<file path="src/rtl/dcmd_pkg.sv">
package dcmd_pkg;

  localparam int MAX_PARAMS = 8;
  localparam int LEN_W      = $clog2(MAX_PARAMS + 1);

  typedef enum logic [2:0] {
    PH_IDLE   = 3'd0,
    PH_OPWAIT = 3'd1,
    PH_PARAM  = 3'd2,
    PH_PWAIT  = 3'd3,
    PH_EXEC   = 3'd4,
    PH_RESULT = 3'd5
  } phase_t;

  localparam logic [7:0] BAD_OPCODE_STATUS = 8'h80;

  // Returns {known, length}
  function automatic logic [LEN_W:0] op_lookup(input logic [4:0] code);
    logic [LEN_W:0] r;
    case (code)
      5'h03:   r = {1'b1, LEN_W'(2)};
      5'h04:   r = {1'b1, LEN_W'(1)};
      5'h05:   r = {1'b1, LEN_W'(8)};
      5'h06:   r = {1'b1, LEN_W'(8)};
      5'h07:   r = {1'b1, LEN_W'(1)};
      5'h08:   r = {1'b1, LEN_W'(0)};
      5'h0A:   r = {1'b1, LEN_W'(1)};
      5'h0D:   r = {1'b1, LEN_W'(5)};
      5'h0F:   r = {1'b1, LEN_W'(2)};
      5'h13:   r = {1'b1, LEN_W'(3)};
      default: r = '0;
    endcase
    return r;
  endfunction

endpackage

</file>
<file path="src/rtl/dcmd_len_lut.sv">
module dcmd_len_lut
  import dcmd_pkg::*;
(
  input  logic [4:0]       code_i,
  output logic             known_o,
  output logic [LEN_W-1:0] len_o
);

  always_comb begin
    {known_o, len_o} = op_lookup(code_i);
  end

endmodule

</file>
<file path="src/rtl/dcmd_param_store.sv">
module dcmd_param_store #(
  parameter int SLOTS  = 8,
  parameter int BYTE_W = 8,
  localparam int IDX_W = (SLOTS > 1) ? $clog2(SLOTS) : 1
) (
  input  logic                    clk,
  input  logic                    rst_n,
  input  logic                    we_i,
  input  logic [IDX_W-1:0]        idx_i,
  input  logic [BYTE_W-1:0]       data_i,
  output logic [SLOTS*BYTE_W-1:0] flat_o
);

  for (genvar s = 0; s < SLOTS; s++) begin : g_slot
    logic [BYTE_W-1:0] slot_q;
    logic              slot_en;

    assign slot_en = we_i && (idx_i == IDX_W'(s));

    always_ff @(posedge clk or negedge rst_n) begin
      if (!rst_n)       slot_q <= '0;
      else if (slot_en) slot_q <= data_i;
    end

    assign flat_o[s*BYTE_W +: BYTE_W] = slot_q;
  end

endmodule

</file>
<file path="src/rtl/dcmd_fsm.sv">
module dcmd_fsm
  import dcmd_pkg::*;
#(
  parameter int SLOTS  = MAX_PARAMS,
  localparam int IDX_W = (SLOTS > 1) ? $clog2(SLOTS) : 1
) (
  input  logic             clk,
  input  logic             rst_n,
  input  logic             wr_stb,
  input  logic             byte_done,
  input  logic             rd_stb,
  input  logic             exec_done,
  input  logic             op_known,
  input  logic [LEN_W-1:0] op_len,
  output logic             capture_op,
  output logic             param_we,
  output logic [IDX_W-1:0] param_idx,
  output logic             ready,
  output logic             dir,
  output logic             fifo_block,
  output logic             invalid,
  output logic             overrun,
  output logic             cmd_valid
);

  phase_t           ph_q, ph_d;
  logic [LEN_W-1:0] rx_q, rx_d;
  logic             ovr_q, ovr_d;
  logic             cv_q, cv_d;
  logic             accept;

  // Handshake bits are decoded from the state register only
  always_comb begin
    ready = (ph_q == PH_IDLE) || (ph_q == PH_PARAM) || (ph_q == PH_RESULT);
    dir   = (ph_q == PH_RESULT);
  end

  assign accept     = wr_stb && ready && !dir;
  assign capture_op = accept && (ph_q == PH_IDLE);
  assign param_we   = accept && (ph_q == PH_PARAM);
  assign param_idx  = IDX_W'(rx_q);

  always_comb begin
    ph_d  = ph_q;
    rx_d  = rx_q;
    cv_d  = 1'b0;
    ovr_d = ovr_q | (wr_stb && !accept);
    case (ph_q)
      PH_IDLE: begin
        if (accept) begin
          ph_d = PH_OPWAIT;
          rx_d = '0;
        end
      end
      PH_OPWAIT: begin
        if (byte_done) begin
          if (!op_known)          ph_d = PH_RESULT;
          else if (op_len == '0) begin
            ph_d = PH_EXEC;
            cv_d = 1'b1;
          end else                ph_d = PH_PARAM;
        end
      end
      PH_PARAM: begin
        if (accept) begin
          ph_d = PH_PWAIT;
          rx_d = rx_q + LEN_W'(1);
        end
      end
      PH_PWAIT: begin
        if (byte_done) begin
          if (rx_q == op_len) begin
            ph_d = PH_EXEC;
            cv_d = 1'b1;
          end else ph_d = PH_PARAM;
        end
      end
      PH_EXEC:   if (exec_done) ph_d = PH_IDLE;
      PH_RESULT: if (rd_stb)    ph_d = PH_IDLE;
      default:   ph_d = PH_IDLE;
    endcase
  end

  always_ff @(posedge clk or negedge rst_n) begin
    if (!rst_n) begin
      ph_q  <= PH_IDLE;
      rx_q  <= '0;
      ovr_q <= 1'b0;
      cv_q  <= 1'b0;
    end else begin
      ph_q  <= ph_d;
      rx_q  <= rx_d;
      ovr_q <= ovr_d;
      cv_q  <= cv_d;
    end
  end

  assign fifo_block = (ph_q != PH_EXEC);
  assign invalid    = (ph_q == PH_RESULT);
  assign overrun    = ovr_q;
  assign cmd_valid  = cv_q;

endmodule

</file>
<file path="src/rtl/disk_cmd_intake.sv">
module disk_cmd_intake
  import dcmd_pkg::*;
#(
  parameter int SLOTS  = MAX_PARAMS,
  parameter int BYTE_W = 8
) (
  input  logic                    clk,
  input  logic                    rst_n,
  input  logic                    wr_stb,
  input  logic [BYTE_W-1:0]       wr_data,
  input  logic                    byte_done,
  input  logic                    rd_stb,
  input  logic                    exec_done,
  output logic                    ready_o,
  output logic                    dir_o,
  output logic                    fifo_block_o,
  output logic                    overrun_o,
  output logic                    invalid_o,
  output logic [BYTE_W-1:0]       result_o,
  output logic                    cmd_valid_o,
  output logic [BYTE_W-1:0]       cmd_op_o,
  output logic [LEN_W-1:0]        param_count_o,
  output logic [SLOTS*BYTE_W-1:0] params_o
);

  localparam int IDX_W = (SLOTS > 1) ? $clog2(SLOTS) : 1;

  logic [BYTE_W-1:0] op_q;
  logic              op_known;
  logic [LEN_W-1:0]  op_len;
  logic              capture_op;
  logic              param_we;
  logic [IDX_W-1:0]  param_idx;

  always_ff @(posedge clk or negedge rst_n) begin
    if (!rst_n)          op_q <= '0;
    else if (capture_op) op_q <= wr_data;
  end

  dcmd_len_lut i_lut (
    .code_i  (op_q[4:0]),
    .known_o (op_known),
    .len_o   (op_len)
  );

  dcmd_fsm #(.SLOTS(SLOTS)) i_fsm (
    .clk        (clk),
    .rst_n      (rst_n),
    .wr_stb     (wr_stb),
    .byte_done  (byte_done),
    .rd_stb     (rd_stb),
    .exec_done  (exec_done),
    .op_known   (op_known),
    .op_len     (op_len),
    .capture_op (capture_op),
    .param_we   (param_we),
    .param_idx  (param_idx),
    .ready      (ready_o),
    .dir        (dir_o),
    .fifo_block (fifo_block_o),
    .invalid    (invalid_o),
    .overrun    (overrun_o),
    .cmd_valid  (cmd_valid_o)
  );

  dcmd_param_store #(.SLOTS(SLOTS), .BYTE_W(BYTE_W)) i_store (
    .clk    (clk),
    .rst_n  (rst_n),
    .we_i   (param_we),
    .idx_i  (param_idx),
    .data_i (wr_data),
    .flat_o (params_o)
  );

  assign cmd_op_o      = op_q;
  assign param_count_o = op_len;
  assign result_o      = invalid_o ? BYTE_W'(BAD_OPCODE_STATUS) : '0;

endmodule

</file>
<file path="config.mk">
export PLATFORM = sky130hd
export DESIGN_NAME = disk_cmd_intake
export DESIGN_NICKNAME = d
export VERILOG_FILES = /design/src/rtl/dcmd_pkg.sv /design/src/rtl/dcmd_len_lut.sv /design/src/rtl/dcmd_param_store.sv /design/src/rtl/dcmd_fsm.sv /design/src/rtl/disk_cmd_intake.sv
export SDC_FILE = /design/constraint.sdc
export NUM_CORES = 1
export LEC_CHECK = 0
export ABC_AREA = 1
export CORE_ASPECT_RATIO = 0.7
export CORE_MARGIN = 2
export CORE_UTILIZATION = 24
export DETAILED_ROUTE_END_ITERATION = 8
export DONT_BUFFER_PORTS = 1
export GPL_TIMING_DRIVEN = 0
export PLACE_DENSITY_LB_ADDON = 0.2
export SETUP_SLACK_MARGIN = 0.2
export SYNTH_ARGS = -nofsm -noshare
export SYNTH_HDL_FRONTEND = slang
export SYNTH_SLANG_ARGS = --single-unit
</file>
<file path="constraint.sdc">
create_clock -name clk -period 1.55 [get_ports clk]
set_input_delay 0.3875 -clock clk [delete_from_list [all_inputs] [get_ports clk]]
set_output_delay 0.3875 -clock clk [all_outputs]
set_load 0.01 [all_outputs]
</file>
==> results of run 1 <==
flip-flops by register name (all words and copies together) (netlist names):
name / count
i_fsm.cmd_valid: 1
i_store.g_slot.slot_q: 64
i_fsm.rx_q: 4
cmd_op_o: 8
i_fsm.ph_q: 3
i_fsm.overrun: 1
cell type report:
type | instances | area, sq um | share of cell area (%)
Inverter | 33 | 134 | 2.58
Sequential cell | 81 | 2040 | 39.2
Clock inverter | 5 | 55.1 | 1.06
Timing Repair Buffer | 44 | 517 | 9.95
Tap cell | 195 | 244 | 4.70
Clock buffer | 11 | 243 | 4.68
Multi-Input combinational cell | 260 | 1750 | 33.8
Buffer | 19 | 208 | 4.00
synth_stat cells, drive strengths merged:
library cell,instances
dfrtp,81
or2,2
nand3,21
nand4,2
inv,33
nor2,15
buf,18
o22ai,1
conb,1
a21o,1
o22a,1
nand2,124
ha,9
clkbuf,1
nor3,1
o21ai,76
worst register-to-register path, delay by kind of cell, from the launching register on:
kind,cells,cell delay [ps]
flip-flops,1,490
buffers and inverters,2,210
adder cells (fa/ha/maj),1,140
AND/OR/NAND/NOR,11,860
layer usage:
| metal | routed length, um | vias up | track usage, % |
|---|---|---|---|
| li1 | - | 1365 | - |
| met1 | 5220 | 1413 | 18.6 |
| met2 | 5110 | 75 | 22.0 |
| met3 | 921 | 13 | 5.55 |
| met4 | 106 | 0 | 2.38 |
| met5 | 0 | - | 0 |
per-stage QoR:
stage | setup TNS [ps] | cells | total power [mW] | area (sq um)
floorplan | 0 | 393 | 4.08 | 3730
CTS | -2520 | 642 | 7.32 | 5000
detailed placement | -739 | 588 | 4.49 | 3980
finish | -2970 | 648 | 7.84 | 5190
global placement | -643 | 588 | 4.46 | 3980
global route | -10480 | 648 | 8.31 | 5190
path summary, 6_finish.rpt:
check | startpoint | slack, ps | cells after the start | to
max in group asynchronous | rst_n | 1660 | 0 | i_store.g_slot[1].slot_q[3]
min in group clk | wr_stb | 180 | 1 | i_fsm.overrun
setup reg to reg | cmd_op_o[1] | -240 | 14 | i_fsm.ph_q[1]
setup / recovery | cmd_op_o[0] | -300 | 6 | param_count_o[0]
hold reg to reg | i_fsm.overrun | 530 | 1 | i_fsm.overrun
hold / removal | rst_n | -250 | 0 | cmd_op_o[5]
report_power, final:
group	internal, mW	switching, mW
Sequential	2.45	0.572
Clock	1.29	0.872
Combinational	1.20	1.45
logic make-up (layout without fill, tap and decap cells):
group                      count (synthesis)  in the layout
AOI/OAI and AO/OA                         79             79
DFF                                       81             81
adders and majority gates                  9              9
and+or+nand+nor                          165            165
buffers and inverters                     52            112
other                                      1              7
what timing repair did:
item	in CTS	in global routing
buffers inserted	30	5
setup endpoints to repair	86	89
pin swaps	16	8
hold endpoints to repair	81	81
cloned	8	1
resized for setup	121	42
==> qor.yml, run 1 <==
outcome: "finished with violations"
violations: "hold timing, setup timing"
clock_path_buffers: 2
synth_top_cells_by_area: "dfrtp_1 55%, nand2_1 12%, o21ai_1 5.6%"
final_antenna_net_count: 0
synthDistinctLibCells: 29
grt_pass1_vias: 2959
first_iter_violations: 94
clkSinkCount: 81
io_pins: 104
clock-root-buffer: "clkbuf_16"
whs_ps: -255
postRouteWirelength_um: 11400
crit_chain: "inv_2 -> ha_4 -> nand2_2 -> nand2_2 -> nand3_4 -> inv_4"
slew_headroom_pct: 55.4
slowest_stage: "dfrtp_2"
final_core_utilization_pct: 35.0
start_util_pct: 24.7
io_buffer_count: 0
setup_viol: 44
yosys.area_share.xor_xnor_pct: 0
core_region_area_sq_um: 14800
fin_ws_ps: -302
clock_latency_ps: 330
num_rows: 37
rsz0062_at_grt: "yes"
num_vias: 2866
nets: 471
cpMostUsedCell: "nand2_2"
ir_drop_uv: 458
timing.max_cap.violations: 0
syn_avg_cell_area_sq_um: 9.47
synth_top_area_share_pct: 55.3
diodes: 0
antenna_found_initial: 0
final_common_cell: "nand2_1"
synth_compound_area_share_pct: 12.6
cp_top_family: "flip-flops"
synth.area.mux_share_pct: 0
die_h_um: 107
cts_buffers: 9
crit_type: "reg2out"
critPathCaptureType: "output port"
cp_max_fo: 6
crit_required_ps: 1160
hold_class: "in2async"
drc: 0
worstSetupStartpointType: "flop"
synth_fa_ha_area_share_pct: 3.07
hold_viol: 81
layout-drive-gt1-share_pct: 45.3
critPathArrivalTime_ps: 1460
grt_pass1_wl_um: 17200
slew_violations: 0
finalCriticalPeriod_ps: 1850
skew_ps: 3.79
netlist_instances: 387
dr.pass1.iters: 4
wl_per_cell_um: 17.5
p_leak_nw: 2.40
die_x_um: 152
yosys.area_share.simple_pct: 21.1
layout_common_cells: "84 x nand2_1, 73 x dfrtp_1, 37 x o21ai_2, 36 x o21ai_1"
h-tree-depth: 3
synth_area_leader_cell: "dfrtp_1"
pre_cts_ws_ps: -171
syn_area_sq_um: 3660
critPathMaxStageDelay_ps: 480
ys_ff_latch: 81
cts_tree: "built"
vias_per_cell: 4.42
fillCellCount: 1533
path_clk_slew_ps: 60
grtUsageTotal_pct: 14.1
power_density_nw_per_um2: 1510
timing.final.crit_share_pct: 119
yosysSeqAreaShare_pct: 55.3
clock.fmax_mhz: 540
grt.overflow.total: 0
gp_congestion: 0.764
dieArea_sq_um: 16300
dp_hpwl_um: 7320
synth_top_family_by_area: "simple AND/OR/NAND/NOR gates"
syn_to_final_growth_pct: 41.7
worst_pin_slew_ps: 668
grt_max_degree: 82
crit_buf_inv: 2
ys_warn_count: 0
(Power assumes the default switching activity.)
==> run 2: changes to the inputs <==
- ABC_AREA: 1 -> 0
==> qor.yml, run 2 <==
dp.cells: 445  # was 588
antenna_found_initial: 0  # unchanged
seq_power_share_pct: 42.7  # was 38.6%
skew_ps: 7.24  # was 3.79 ps
path_clk_slew_ps: 60  # about the same
dr.pass1.iters: 4  # unchanged
whs_ps: -257  # was -255 ps
critPathArrivalTime_ps: 1760  # was 1460 ps
yosys-top-cells-count: "81 x dfrtp_1, 69 x mux2_2, 14 x nand2_1"  # was 117 x nand2_1, 81 x dfrtp_1, 41 x o21ai_1
p_leak_nw: 2.11  # was 2.40 nW
setup_viol: 74  # was 44
cp_max_fo: 6  # unchanged
r2r-start: "cmd_op_o[0]"  # was cmd_op_o[1]
num_rows: 36  # was 37
outcome: "finished with violations"  # unchanged
busiest_layer: "met2"  # unchanged
netlist_instances: 249  # was 387
synth_top_cells_by_area: "dfrtp_1 58%, mux2_2 22%, ha_1 3.2%"  # was dfrtp_1 55%, nand2_1 12%, o21ai_1 5.6%
ys_warn_count: 0  # unchanged
rsz0062_at_grt: "yes"  # unchanged
grt.overflow.total: 0  # unchanged
h-tree-depth: 3  # unchanged
clock-root-buffer: "clkbuf_16"  # unchanged
grt_pass1_wl_um: 14600  # was 17,200 um
clock_latency_ps: 330  # about the same
largest_reg_flops: 64  # unchanged
p_switching_mw: 3.52  # was 2.90 mW
synth-main-ff-cell: "dfrtp_1"  # unchanged
die_h_um: 105  # was 107 um
cts_buffers: 9  # unchanged
finalCriticalPeriod_ps: 2150  # was 1850 ps
slew_violations: 0  # unchanged
dieArea_sq_um: 15500  # was 16,300 sq um
grt_use_met1_pct: 16.4  # was 18.6%
hold_class: "in2async"  # unchanged
regToRegEndpoint: "i_fsm.ph_q[1]"  # unchanged
wl_per_cell_um: 19.5  # was 17.5 um
io_buffer_count: 0  # unchanged
power_density_nw_per_um2: 2130  # was 1510 nW/um^2
layout_common_cells: "74 x dfrtp_1, 61 x mux2_2, 22 x buf_4, 15 x buf_6, 10 x mux2_4"  # was 84 x nand2_1, 73 x dfrtp_1, 37 x o21ai_2, 36 x o21ai_1
nets: 319  # was 471
grt_pass1_vias: 2351  # was 2,959
io_pins: 104  # unchanged
final_antenna_net_count: 0  # unchanged
grtUsageTotal_pct: 12.8  # was 14.1%
start_util_pct: 24.8  # was 24.7%
num_vias: 2173  # was 2,866
postRouteWirelength_um: 9590  # was 11,400 um
timing.final.crit_share_pct: 139  # was 119%
critPathCaptureType: "output port"  # unchanged
synthDistinctLibCells: 42  # was 29
clock.fmax_mhz: 465  # was 540 MHz
synth_top_area_share_pct: 58.1  # was 55.3%
gp_congestion: 0.707  # was 0.764
fin_ws_ps: -601  # was -302 ps
hold_viol: 81  # unchanged
drc: 0  # unchanged
synth.most_common_cell: "dfrtp_1"  # was nand2_1
pre_cts_ws_ps: -587  # was -171 ps
fin_cells: 491  # was 648
grt_max_degree: 82  # unchanged
synth_area_leader_cell: "dfrtp_1"  # unchanged
die_x_um: 148  # was 152 um
cts_tree: "built"  # unchanged
layout-drive-gt1-share_pct: 54.5  # was 45.3%
core_region_area_sq_um: 14100  # was 14,800 sq um
diodes: 0  # unchanged
ys_ff_latch: 81  # unchanged
syn_area_sq_um: 3490  # was 3660 sq um
largest_register: "i_store.g_slot.slot_q"  # unchanged
syn_to_final_growth_pct: 33.3  # was 41.7%
r2r_cells: 7  # was 14
ir_drop_uv: 608  # was 458 uV
worstSetupStartpointType: "flop"  # unchanged
vias_per_cell: 4.43  # was 4.42
synth-edff-count: 0  # unchanged
syn_avg_cell_area_sq_um: 14.0  # was 9.47 sq um
clock_path_buffers: 2  # unchanged
worst-r2r-setup-slack_ps: -580  # was -240 ps
final_common_cell: "dfrtp_1"  # was nand2_1
power_frac_comb_pct: 36.0  # was 33.9%
crit_required_ps: 1160  # about the same
dp_hpwl_um: 6230  # was 7320 um
timing.max_cap.violations: 0  # unchanged
async_flop_share_pct: 100  # unchanged
clock_power_share_pct: 21.3  # was 27.6%
clkSinkCount: 81  # unchanged
use_met3_pct: 7.03  # was 5.55%
first_iter_violations: 76  # was 94
crit_type: "reg2out"  # unchanged
violations: "hold timing, setup timing"  # unchanged
p_sw_share_pct: 35.5  # was 37.0%
internal_power_mw: 6.38  # was 4.94 mW
final.setup.tns_ps: -7200  # was -2970 ps
use_met2_pct: 18.9  # was 22.0%
yosysSeqAreaShare_pct: 58.1  # was 55.3%
-- run 2: final cells by class --
class                      instances  area [sq um]
fill                            1392          9400
sequential                        81          2040
multi-input combinational        154          1640
timing repair buffer              30           303
clock buffer                      14           254
tap                              190           238
buffer                            12           108
clock inverter                     2          37.5
inverter                           8          30.0
-- run 2: timing repair --
action                     in CTS  in global routing
buffers inserted               25                  5
pin swaps                      14                  9
setup endpoints to repair      85                 85
gates cloned                    0                  0
resized for setup              36                 13
hold endpoints to repair       81                 81
-- run 2: metal layers --
metal / up-vias / part of all wire [%]
met5: - / 0
met3: 9 / 11
met4: 0 / 0.68
met1: 1118 / 43
li1: 964 / -
met2: 82 / 45
-- run 2: worst max-delay path by stage --
stage                startpoint               end  slack [ps]  cells past startpoint
detailed placement  cmd_op_o[1]     i_fsm.ph_q[1]        -590                      7
finish              cmd_op_o[0]  param_count_o[0]        -600                      4
global route        cmd_op_o[0]     i_fsm.ph_q[1]        -660                      7
CTS                 cmd_op_o[0]  param_count_o[0]        -610                      4
floorplan           cmd_op_o[0]     i_fsm.ph_q[1]        -390                      7
global placement    cmd_op_o[1]     i_fsm.ph_q[1]        -610                      7
-- run 2: stage by stage --
| stage | hold WS (ps) | utilization (%) | cell area, sq um | power, mW |
|---|---|---|---|---|
| final | -257 | 33.1 | 4650 | 9.90 |
| after global routing | -283 | 33.1 | 4650 | 10.5 |
| after detailed placement | 94.2 | 27.7 | 3900 | 6.74 |
| after CTS | -273 | 32.4 | 4550 | 9.77 |
| after floorplan | 91.9 | - | 3660 | 6.04 |
| after global placement | 93.8 | 27.7 | 3900 | 6.66 |
-- run 2: worst max-delay path: stages, from the launching register on --
cell and delay [ps]:
dfrtp_2 470, inv_2 100, ha_4 200, mux2_4 270
a221o_1 380
-- run 2: cells by family after synthesis --
logic type,Yosys count,synth area share [%]
compound gates,20,3.95
xor+xnor,4,1.00
fa+ha+maj,9,3.23
buf+inv,20,3.34
flops,81,58.1
mux,72,23.3
other cells,1,0.108
simple gates,42,6.96
-- run 2: power by group through the flow --
stage / sequential, mW / clock (mW) / combinational [mW]
final: 4.22 / 2.11 / 3.57
after global routing: 4.36 / 2.28 / 3.86
after CTS: 4.24 / 2.19 / 3.35
after detailed placement: 4.26 / 0 / 2.48
after global placement: 4.26 / 0 / 2.41
after floorplan: 3.94 / 0 / 2.10
==> run 3: changes to the inputs <==
- PLACE_DENSITY_LB_ADDON: 0.2 -> 0.08
- SLEW_MARGIN: unset -> 10
==> qor.yml, run 3 (synthesis results as in run 2) <==
timing.final.crit_share_pct: 140  # was 139%
rsz0062_at_grt: "yes"  # unchanged
outcome: "finished with violations"  # unchanged
crit_chain: "inv_2 -> ha_4 -> mux2_4 -> a221o_1"  # unchanged
vias_per_cell: 4.43  # about the same
largest_reg_flops: 64  # unchanged
clock-root-buffer: "clkbuf_16"  # unchanged
cts_buffers: 9  # unchanged
stdcell_area_sq_um: 4680  # was 4650 sq um
antenna_found_initial: 0  # unchanged
worstSetupStartpointType: "flop"  # unchanged
slowest_stage: "dfrtp_2"  # unchanged
grt.overflow.total: 0  # unchanged
skew_ps: 7.43  # was 7.24 ps
violations: "hold timing, setup timing"  # unchanged
crit_required_ps: 1160  # about the same
use_met2_pct: 17.2  # was 18.9%
finalCriticalPeriod_ps: 2170  # was 2150 ps
first_iter_violations: 42  # was 76
h-tree-depth: 3  # unchanged
gp_congestion: 0.656  # was 0.707
clock_latency_ps: 330  # about the same
start_util_pct: 24.8  # unchanged
clkSinkCount: 81  # unchanged
largest_register: "i_store.g_slot.slot_q"  # unchanged
diodes: 0  # unchanged
syn_to_final_growth_pct: 34.1  # was 33.3%
dr.pass1.iters: 4  # unchanged
cp.depth: 4  # unchanged
cp_max_fo: 6  # unchanged
final_common_cell: "dfrtp_1"  # unchanged
cts_tree: "built"  # unchanged
layout_common_cells: "73 x dfrtp_1, 44 x mux2_2, 27 x mux2_4, 23 x buf_4, 10 x buf_6"  # was 74 x dfrtp_1, 61 x mux2_2, 22 x buf_4, 15 x buf_6, 10 x mux2_4
final_antenna_net_count: 0  # unchanged
timing.max_cap.violations: 0  # unchanged
grtUsageTotal_pct: 12.0  # was 12.8%
final.setup.tns_ps: -9670  # was -7200 ps
critPathCaptureType: "output port"  # unchanged
grt_pass1_vias: 2197  # was 2,351
layout-drive-gt1-share_pct: 55.4  # was 54.5%
use_met3_pct: 6.42  # was 7.03%
dp_hpwl_um: 6000  # was 6230 um
placed_area_sq_um: 3900  # unchanged
postRouteWirelength_um: 9200  # was 9590 um
crit_type: "reg2out"  # unchanged
clock.fmax_mhz: 461  # was 465 MHz
cp_top_family: "flip-flops"  # unchanged
ir_drop_uv: 605  # was 608 uV
p_leak_nw: 2.16  # was 2.11 nW
die_x_um: 148  # unchanged
drc: 0  # unchanged
seq_area_sq_um: 2040  # about the same
critPathArrivalTime_ps: 1780  # was 1760 ps
path_clk_slew_ps: 60  # about the same
nets: 316  # was 319
whs_ps: -247  # was -257 ps
critPathMaxStageDelay_ps: 470  # about the same
io_pins: 104  # unchanged
num_rows: 36  # unchanged
multi_input_area_sq_um: 1670  # was 1640 sq um
slew_violations: 0  # unchanged
fin_cells: 488  # was 491
busiest_layer: "met2"  # unchanged
die_h_um: 105  # unchanged
hold_viol: 81  # unchanged
power_density_nw_per_um2: 2110  # was 2130 nW/um^2
hold_class: "in2async"  # unchanged
num_vias: 2162  # was 2,173
dp.cells: 445  # unchanged
grt_pass1_wl_um: 14000  # was 14,600 um
setup_viol: 80  # was 74
dieArea_sq_um: 15500  # unchanged
wl_per_cell_um: 18.8  # was 19.5 um
fin_ws_ps: -617  # was -601 ps
fillCellCount: 1407  # was 1,392
crit_buf_inv: 1  # unchanged
grt_max_degree: 82  # unchanged
core_region_area_sq_um: 14100  # unchanged
grt_use_met1_pct: 15.9  # was 16.4%
r2r_cells: 7  # unchanged
io_buffer_count: 0  # unchanged
clock_path_buffers: 2  # unchanged
==> run 3: changes by cell type in the layout (fill, tap and decap cells not counted), sizes merged <==
cell    previous run  this run
clkinv             0         2
buf               40        37
clkbuf            16        13
inv                8         9
==> run 3: worst paths after layout <==
check / startpoint / to / slack, ps
hold / removal: rst_n / i_store.g_slot[5].slot_q[6] / -250
setup reg to reg: cmd_op_o[0] / i_fsm.ph_q[1] / -550
setup / recovery: cmd_op_o[0] / param_count_o[0] / -620
min in group clk: wr_stb / i_fsm.overrun / 170
max in group asynchronous: rst_n / i_fsm.rx_q[0] / 1560
hold reg to reg: i_fsm.overrun / i_fsm.overrun / 540
==> run 3: through the flow <==
step	setup WS [ps]	power (mW)	util [%]	hold WS (ps)
after floorplan	-393	6.04	-	91.9
after global placement	-620	6.65	27.7	95.2
after detailed placement	-615	6.68	27.7	97.1
after CTS	-604	9.62	32.2	-270
after global routing	-678	10.5	33.3	-273
final	-617	9.86	33.3	-247
==> run 3: layout make-up <==
type | count | area share (%)
tap | 190 | 5.08
multi-input combinational | 154 | 35.8
clock inverter | 5 | 1.36
sequential | 81 | 43.5
buffer | 12 | 2.43
timing repair buffer | 27 | 5.96
clock buffer | 11 | 5.19
inverter | 8 | 0.642
==> run 3: power breakdown <==
group	switching, mW	total [mW]	internal [mW]
logic	1.40	3.47	2.07
registers	1.18	4.20	3.02
clock network	0.887	2.19	1.30
total	3.46	9.86	6.40
==> run 3: repair_timing <==
| action | CTS | global route |
|---|---|---|
| gates cloned | 0 | 0 |
| resized for setup | 45 | 12 |
| endpoints found under the setup margin | 86 | 83 |
| hold endpoints to repair | 81 | 81 |
| setup buffers | 18 | 9 |
| pin swaps | 20 | 12 |
==> run 3: per-layer routing <==
| layer | share of wire, % | vias up |
|---|---|---|
| met4 | 0.80 | 0 |
| met2 | 42 | 88 |
| met1 | 46 | 1111 |
| li1 | - | 956 |
| met3 | 11 | 7 |
| met5 | 0 | - |
